[src/rtl/access_watch_pkg.sv]
package access_watch_pkg;

  typedef enum logic [1:0] {
    WM_ADDR   = 2'b00,
    WM_VALUE  = 2'b01,
    WM_BOTH   = 2'b10,
    WM_EITHER = 2'b11
  } wmode_e;

  localparam int SRC_ADDR_BIT  = 0;
  localparam int SRC_VALUE_BIT = 1;
  localparam int SRC_W         = 2;

endpackage

[src/rtl/aw_rst_sync.sv]
module aw_rst_sync #(
  parameter int STAGES = 2
) (
  input  logic clk,
  input  logic rst_n_async,
  output logic rst_n_sync
);
  logic [STAGES-1:0] chain_q;

  always_ff @(posedge clk or negedge rst_n_async) begin
    if (!rst_n_async) chain_q <= '0;
    else              chain_q <= {chain_q[STAGES-2:0], 1'b1};
  end

  assign rst_n_sync = chain_q[STAGES-1];
endmodule

[src/rtl/aw_masked_eq.sv]
module aw_masked_eq #(
  parameter int W = 32
) (
  input  logic [W-1:0] lhs,
  input  logic [W-1:0] rhs,
  input  logic [W-1:0] care,
  output logic         equal
);
  logic [W-1:0] miss;

  for (genvar i = 0; i < W; i++) begin : g_bit
    assign miss[i] = care[i] & (lhs[i] ^ rhs[i]);
  end

  assign equal = ~|miss;
endmodule

[src/rtl/aw_match_combine.sv]
module aw_match_combine
  import access_watch_pkg::*;
(
  input  logic             strobe,
  input  logic             enable,
  input  logic             is_store,
  input  logic             watch_ld,
  input  logic             watch_st,
  input  logic [1:0]       mode,
  input  logic             addr_hit,
  input  logic             value_hit,
  output logic             fire,
  output logic [SRC_W-1:0] source
);
  wmode_e           mode_e;
  logic             kind_ok;
  logic             cond;
  logic [SRC_W-1:0] used;

  always_comb begin
    mode_e  = wmode_e'(mode);
    kind_ok = is_store ? watch_st : watch_ld;
    cond    = 1'b0;
    used    = '0;
    unique case (mode_e)
      WM_ADDR: begin
        cond               = addr_hit;
        used[SRC_ADDR_BIT] = 1'b1;
      end
      WM_VALUE: begin
        cond                = value_hit;
        used[SRC_VALUE_BIT] = 1'b1;
      end
      WM_BOTH: begin
        cond = addr_hit & value_hit;
        used = '1;
      end
      WM_EITHER: begin
        cond = addr_hit | value_hit;
        used = '1;
      end
      default: begin
        cond = 1'b0;
        used = '0;
      end
    endcase
    fire   = strobe & enable & kind_ok & cond;
    source = '0;
    if (fire) begin
      source[SRC_ADDR_BIT]  = addr_hit  & used[SRC_ADDR_BIT];
      source[SRC_VALUE_BIT] = value_hit & used[SRC_VALUE_BIT];
    end
  end
endmodule

[src/rtl/access_watch.sv]
module access_watch
  import access_watch_pkg::*;
#(
  parameter int ADDR_W = 32,
  parameter int DATA_W = 32
) (
  input  logic              clk,
  input  logic              rst_n,
  input  logic              acc_valid,
  input  logic              acc_is_store,
  input  logic [ADDR_W-1:0] acc_addr,
  input  logic [DATA_W-1:0] acc_data,
  input  logic              cfg_enable,
  input  logic [1:0]        cfg_mode,
  input  logic [ADDR_W-1:0] cfg_addr,
  input  logic [ADDR_W-1:0] cfg_addr_mask,
  input  logic [DATA_W-1:0] cfg_value,
  input  logic [DATA_W-1:0] cfg_value_mask,
  input  logic              cfg_watch_ld,
  input  logic              cfg_watch_st,
  output logic              trap_req,
  output logic [1:0]        trap_src
);
  logic             rst_n_int;
  logic             addr_hit;
  logic             value_hit;
  logic             fire;
  logic [SRC_W-1:0] src_comb;
  logic             trap_d, trap_q;
  logic [SRC_W-1:0] src_d, src_q;
  logic             upd_en;

  aw_rst_sync #(.STAGES(2)) u_rst (
    .clk         (clk),
    .rst_n_async (rst_n),
    .rst_n_sync  (rst_n_int)
  );

  aw_masked_eq #(.W(ADDR_W)) u_addr_cmp (
    .lhs   (acc_addr),
    .rhs   (cfg_addr),
    .care  (cfg_addr_mask),
    .equal (addr_hit)
  );

  aw_masked_eq #(.W(DATA_W)) u_value_cmp (
    .lhs   (acc_data),
    .rhs   (cfg_value),
    .care  (cfg_value_mask),
    .equal (value_hit)
  );

  aw_match_combine u_comb (
    .strobe    (acc_valid),
    .enable    (cfg_enable),
    .is_store  (acc_is_store),
    .watch_ld  (cfg_watch_ld),
    .watch_st  (cfg_watch_st),
    .mode      (cfg_mode),
    .addr_hit  (addr_hit),
    .value_hit (value_hit),
    .fire      (fire),
    .source    (src_comb)
  );

  // next state: register loads on a strobe, or to clear a pulse
  always_comb begin
    upd_en = acc_valid | trap_q;
    trap_d = fire;
    src_d  = src_comb;
  end

  always_ff @(posedge clk or negedge rst_n_int) begin
    if (!rst_n_int) begin
      trap_q <= 1'b0;
      src_q  <= '0;
    end else if (upd_en) begin
      trap_q <= trap_d;
      src_q  <= src_d;
    end
  end

  assign trap_req = trap_q;
  assign trap_src = src_q;
endmodule

[config.mk]
export PLATFORM = sky130hd
export DESIGN_NAME = access_watch
export DESIGN_NICKNAME = d
export VERILOG_FILES = /design/src/rtl/access_watch_pkg.sv /design/src/rtl/aw_rst_sync.sv /design/src/rtl/aw_masked_eq.sv /design/src/rtl/aw_match_combine.sv /design/src/rtl/access_watch.sv
export SDC_FILE = /design/constraint.sdc
export NUM_CORES = 1
export LEC_CHECK = 0
export ABC_AREA = 1
export BUFFER_PORTS_ARGS = -buffer_cell sky130_fd_sc_hd__buf_2
export CAP_MARGIN = 20
export CORE_AREA = 3 3 78 80
export DETAILED_ROUTE_END_ITERATION = 6
export DIE_AREA = 0 0 81 83
export GPL_TIMING_DRIVEN = 0
export PLACE_DENSITY = 0.79
export SYNTH_ARGS = -nofsm -noshare
export SYNTH_HDL_FRONTEND = slang
export SYNTH_SLANG_ARGS = --single-unit
[constraint.sdc]
create_clock -name clk -period 1.5 [get_ports clk]
set_clock_uncertainty 0.2 [all_clocks]
set_input_delay 0.225 -clock clk [delete_from_list [all_inputs] [get_ports clk]]
set_output_delay 0.225 -clock clk [all_outputs]
set_load 0.02 [all_outputs]
After elaboration in Yosys (flattened, before gate mapping) --
Cells that the tools add are included. Widths: inputs -> output; s select.
Storage, ports and cells: word-level logic and storage cells 154, output and inout port bits 3, input port bits 201, bits in registers 5
Cells by class: muxes and demuxes 5, equal/unequal tests 3, bitwise logic cells 136, reductions and logical operators 7
Operator list (count):
- $and 1x1->1 | 70
- $reduce_or 32->1 | 2
- $xor 1x1->1 | 64
- $reduce_or 3->1 | 2
- $eq 2x2->1 const B | 2
- $pmux 1 s4 | 1
- $mux 1 | 3
- $eq 2x1->1 const B | 1
- $logic_not 1->1 | 2
- $logic_not 2->1 | 1
- $mux 2 | 1
- $or 1x1->1 | 2

Longest topological paths before layout --
depth after elaboration 8, gate-level depth with buffers 13, gate-level depth less buffers 13

Cells and area by module --
A second synthesis with hierarchy kept.
Second synthesis, totals: cell total of the unflattened synthesis 382, area total of the unflattened synthesis 1575.3 um^2
By module, submodules not included:
- aw_masked_eq | cells an instance 171, seq. area each 0.0 um^2, area an instance 654.4 um^2, instances 2
- access_watch | cells an instance 12, seq. area each 75.1 um^2, area an instance 113.9 um^2, instances 1
- aw_match_combine | cells an instance 25, seq. area each 0.0 um^2, area an instance 98.8 um^2, instances 1
- aw_rst_sync | cells an instance 3, seq. area each 50.0 um^2, area an instance 53.8 um^2, instances 1

Worst setup path before layout --
Ideal clock, no wire load.
path kind input port to flip-flop, from in cfg_addr[4], to reg src_q[0] (netlist: trap_src[0]), path slack 125 ps, stages 10, setup time 65 ps, required time 1235 ps, arrival time 1110 ps, buffers on the path 0, path through or2_1 -> nand3_2 -> nand2_2 -> nor2_2 -> nand2_1 -> nor2_2 -> nand3_2 -> a21oi_2 -> nand3_1 -> nand2_1
Between the ends: word-level cells in the longest chain between the ends 8, elaborated cells on any way between the ends 10, those cells by class mux (2); bitwise (6); reduce/logical (2)
RTL lines:
- from (decl) | RTL line access_watch.sv:15 | input logic [ADDR_W-1:0] cfg_addr,
- $xor 1x1->1 (*) | RTL line aw_masked_eq.sv:12 | assign miss[i] = care[i] & (lhs[i] ^ rhs[i]);
- $and 1x1->1 (*) | RTL line aw_masked_eq.sv:12
- $reduce_or 32->1 (*) | RTL line aw_masked_eq.sv:15 | assign equal = ~|miss;
- $logic_not 1->1 (*) | RTL line aw_masked_eq.sv:15
- $or 1x1->1 / $and 1x1->1 (equally long branches) | RTL line aw_match_combine.sv:39, aw_match_combine.sv:35
- $pmux 1 s4 | RTL line aw_match_combine.sv:25 | unique case (mode_e)
- $and 1x1->1 | RTL line aw_match_combine.sv:47 | fire = strobe & enable & kind_ok & cond;
- $mux 2 (*) | RTL line aw_match_combine.sv:49 | if (fire) begin
- to (signal assigned) | RTL line access_watch.sv:79 | src_q <= src_d;
- to (decl) | RTL line access_watch.sv:30 | logic [SRC_W-1:0] src_d, src_q;
Every way passes the cells marked *; elsewhere a longest branch is shown, timed or not. A chain may end at the register's enable or synchronous reset.

Worst setup path in the final report --
from in acc_addr[11], to reg src_q[1] (netlist: trap_src[1])
Between the ends: word-level cells in the longest chain between the ends 8, elaborated cells on any way between the ends 9, those cells by class mux (2); bitwise (5); reduce/logical (2)
RTL lines:
- from (decl) | RTL line access_watch.sv:11 | input logic [ADDR_W-1:0] acc_addr,
- $xor 1x1->1 (*) | RTL line aw_masked_eq.sv:12
- $and 1x1->1 (*) | RTL line aw_masked_eq.sv:12
- $reduce_or 32->1 (*) | RTL line aw_masked_eq.sv:15
- $logic_not 1->1 (*) | RTL line aw_masked_eq.sv:15
- $or 1x1->1 / $and 1x1->1 (equally long branches) | RTL line aw_match_combine.sv:39, aw_match_combine.sv:35
- $pmux 1 s4 (*) | RTL line aw_match_combine.sv:25
- $and 1x1->1 (*) | RTL line aw_match_combine.sv:47
- $mux 2 (*) | RTL line aw_match_combine.sv:49
Marked as above.

==> impl_metrics.tcl <==
set metrics [dict create \
    io_buffers 203 \
    rr_worst_depth 1 \
    antenna_found_initial 0 \
    std_cell_rows 27 \
    p_int_uw 648 \
    switching_power_uw 376 \
    worst_path_max_delay_cell "a21oi_2" \
    worst_ep_arrival_time_ns 1.34 \
    wl_mm 6.46 \
    clock.fmax_ghz 0.724 \
    wl_per_cell_um 9.26 \
    p_clk_share_pct 24.3 \
    synth_most_common_cell "nand2_1" \
    yosys_register_bits 5 \
    cp_common_cell "nand2_1" \
    rsz0062_at_grt "yes" \
    yosysSeqAreaShare_pct 6.78 \
    cts.sinks 5 \
    routed_via_density 4.35 \
    setup_ws_ns 0.120 \
    place_congestion 0.892 \
    final_cells 697 \
    slowest_delay_ns 0.17 \
    synthTopCellsByArea "nand2_1, inv_1, nand3_1" \
    dp_cells 691 \
    hpwl_mm 6.21 \
    die-area_um2 6720 \
    hold_path_class "in -> reg" \
    route.antenna.remaining_nets 0 \
    drive_gt1_share_pct 36.0 \
    yosys_warnings 0 \
    p_comb_share_pct 62.1 \
    setup_violations 0 \
    drv_cap 0 \
    dieHeight_um 83 \
    synth_async_sr_flop_share_pct 100 \
    p_per_area_nw_per_um2 337 \
    power_mw 1.02 \
    switching_share_pct 36.7 \
    status "finished clean" \
    synth_largest_area_cell "nand2_1" \
    worstSkewPairLatency_ns 0.22 \
    grt_pass1_wl_mm 10.4 \
    clock_path_buffers 2 \
    final_util_pct 55.5 \
    diodes 0 \
    min_path_cells 4 \
    seqPwrFrac_pct 13.6 \
    die_w_um 81 \
    dp_slack_ns -0.115 \
    required_ns 1.46 \
    dr.pass1.iters 4 \
    maxSlewViolCount 0 \
    power.static_leakage_nw 2.20 \
    cts.reportedPaths.clkPinSlew_ns 0.04 \
    path_max_fanout 3 \
    initial_utilization_pct 33.7 \
    period_share_pct 92.0 \
    synth_edf_count 0 \
    cts-root-buf "clkbuf_8" \
    synth.net_count 617 \
    peakVddDrop_uv 202 \
    worstSetupPathType "in -> reg" \
    grt_max_degree 5 \
    synth_cells 416 \
    min_period_ns 1.38 \
    grt.overflow.total 0 \
    num_vias 3029 \
    synth.distinct_cells 18 \
    grt_util_all_layers_pct 18.5 \
    netlist.area_leader.share_pct 33.9 \
    path_cells "buf_2 > inv_1 > nand2_1 > nand3_1 > nand2_1 > nor2_1 > nand2_1 > nor2_2 > nand3_2 > a21oi_2 > nand3_1 > nand2_1" \
    cts_buffers 3 \
    cts_tree "done" \
    drt_iter0_drc 41 \
    htree_levels 1 \
    worstSetupEndpointType "flop" \
    fin_nets 827 \
    netlist_area_um2 1850 \
    core_area_um2 5470 \
    synth_area_per_cell_um2 4.44 \
    syn2layout_area_growth_pct 64.6 \
    synth_ff_type "dfrtp_1" \
    start_kind "primary input" \
    hold_viol 0 \
    pin_count 204 \
    first_global_vias 2860 \
    synth_commonest_cells "nand2_1, inv_1, nand3_1" \
    drc 0 \
]
power by group through the flow:
| stage | registers, mW | logic (mW) | clock network, mW |
|---|---|---|---|
| after floorplan | 0.142 | 0.290 | 0 |
| after global placement | 0.142 | 0.603 | 0 |
| after detailed placement | 0.142 | 0.631 | 0 |
| after CTS | 0.139 | 0.638 | 0.256 |
| after global routing | 0.139 | 0.738 | 0.273 |
| final | 0.139 | 0.636 | 0.249 |
through the flow:
step                area, µm²  TNS (ns)  hold slack [ns]
finish                   3040         0           0.0940
global route             3040   -0.0492            0.128
CTS                      3020         0           0.0969
detailed placement       2950    -0.305           -0.183
global placement         2950    -0.239           -0.189
floorplan                1850         0           -0.271
sequential cells by signal (all words and copies together), names as in the netlist:
signal         flops
trap_req           1
trap_src           2
u_rst.chain_q      2
worst max-delay path: cells and delay by family:
| kind | cells | cell delay [ns] |
|---|---|---|
| compound gates | 1 | 0.17 |
| buf+inv | 2 | 0.15 |
| simple gates | 9 | 0.79 |
cell usage in the layout, fill, tap and decap left out, types with 2 or more instances in the layout:
master         count
buf_2            201
nand2_1          167
inv_1            117
nand3_1           57
nor2_1            34
nand3_2            7
nand4_1            7
nand2_2            5
nor2_2             5
dfrtp_1            5
or2_1              4
clkbuf_8           3
dlygate4sd3_1      2
buf_6              2
layout make-up:
type,instances,area [µm²]
fill,588,2430
multi-input combinational,294,1290
timing repair buffer,205,1050
inverter,117,439
sequential,5,125
tap,72,90.1
clock buffer,3,41.3
clock inverter,1,5.00
kinds of logic (layout without fill, tap and decap cells):
group           count (synthesis)  count (layout)  synth area share [%]
buf+inv                       117             326                  23.8
compound gates                  5               5                  1.76
simple gates                  288             288                  67.5
flops                           5               5                  6.78
other cells                     1               1                 0.203
worst paths after layout:
check                                 startpoint          endpoint  slack [ns]
worst min register to register  u_rst.chain_q[0]  u_rst.chain_q[1]        0.15
worst min-delay path                   acc_valid       trap_src[0]        0.09
max in group asynchronous       u_rst.chain_q[1]       trap_src[0]        0.59
worst max register to register  u_rst.chain_q[1]       trap_src[0]        0.59
worst max-delay path                acc_addr[11]       trap_src[1]        0.12
min in group asynchronous                  rst_n  u_rst.chain_q[1]        0.14
layer usage:
layer | GRT usage (%) | routed length [µm] | vias up
met5 | 0 | 0 | -
met4 | 6.91 | 154 | 0
met3 | 2.93 | 556 | 12
met2 | 37.9 | 3540 | 112
met1 | 17.2 | 2210 | 1268
li1 | - | - | 1637
timing repair:
| item | 4_1_cts | 5_1_grt |
|---|---|---|
| buffers inserted | 0 | 0 |
| hold buffers | 2 | 0 |
| hold endpoints to repair | 5 | 0 |
| resized for setup | 0 | 4 |
| setup endpoints to repair | 0 | 3 |
No activity file was read; power rests on OpenSTA's default activity.
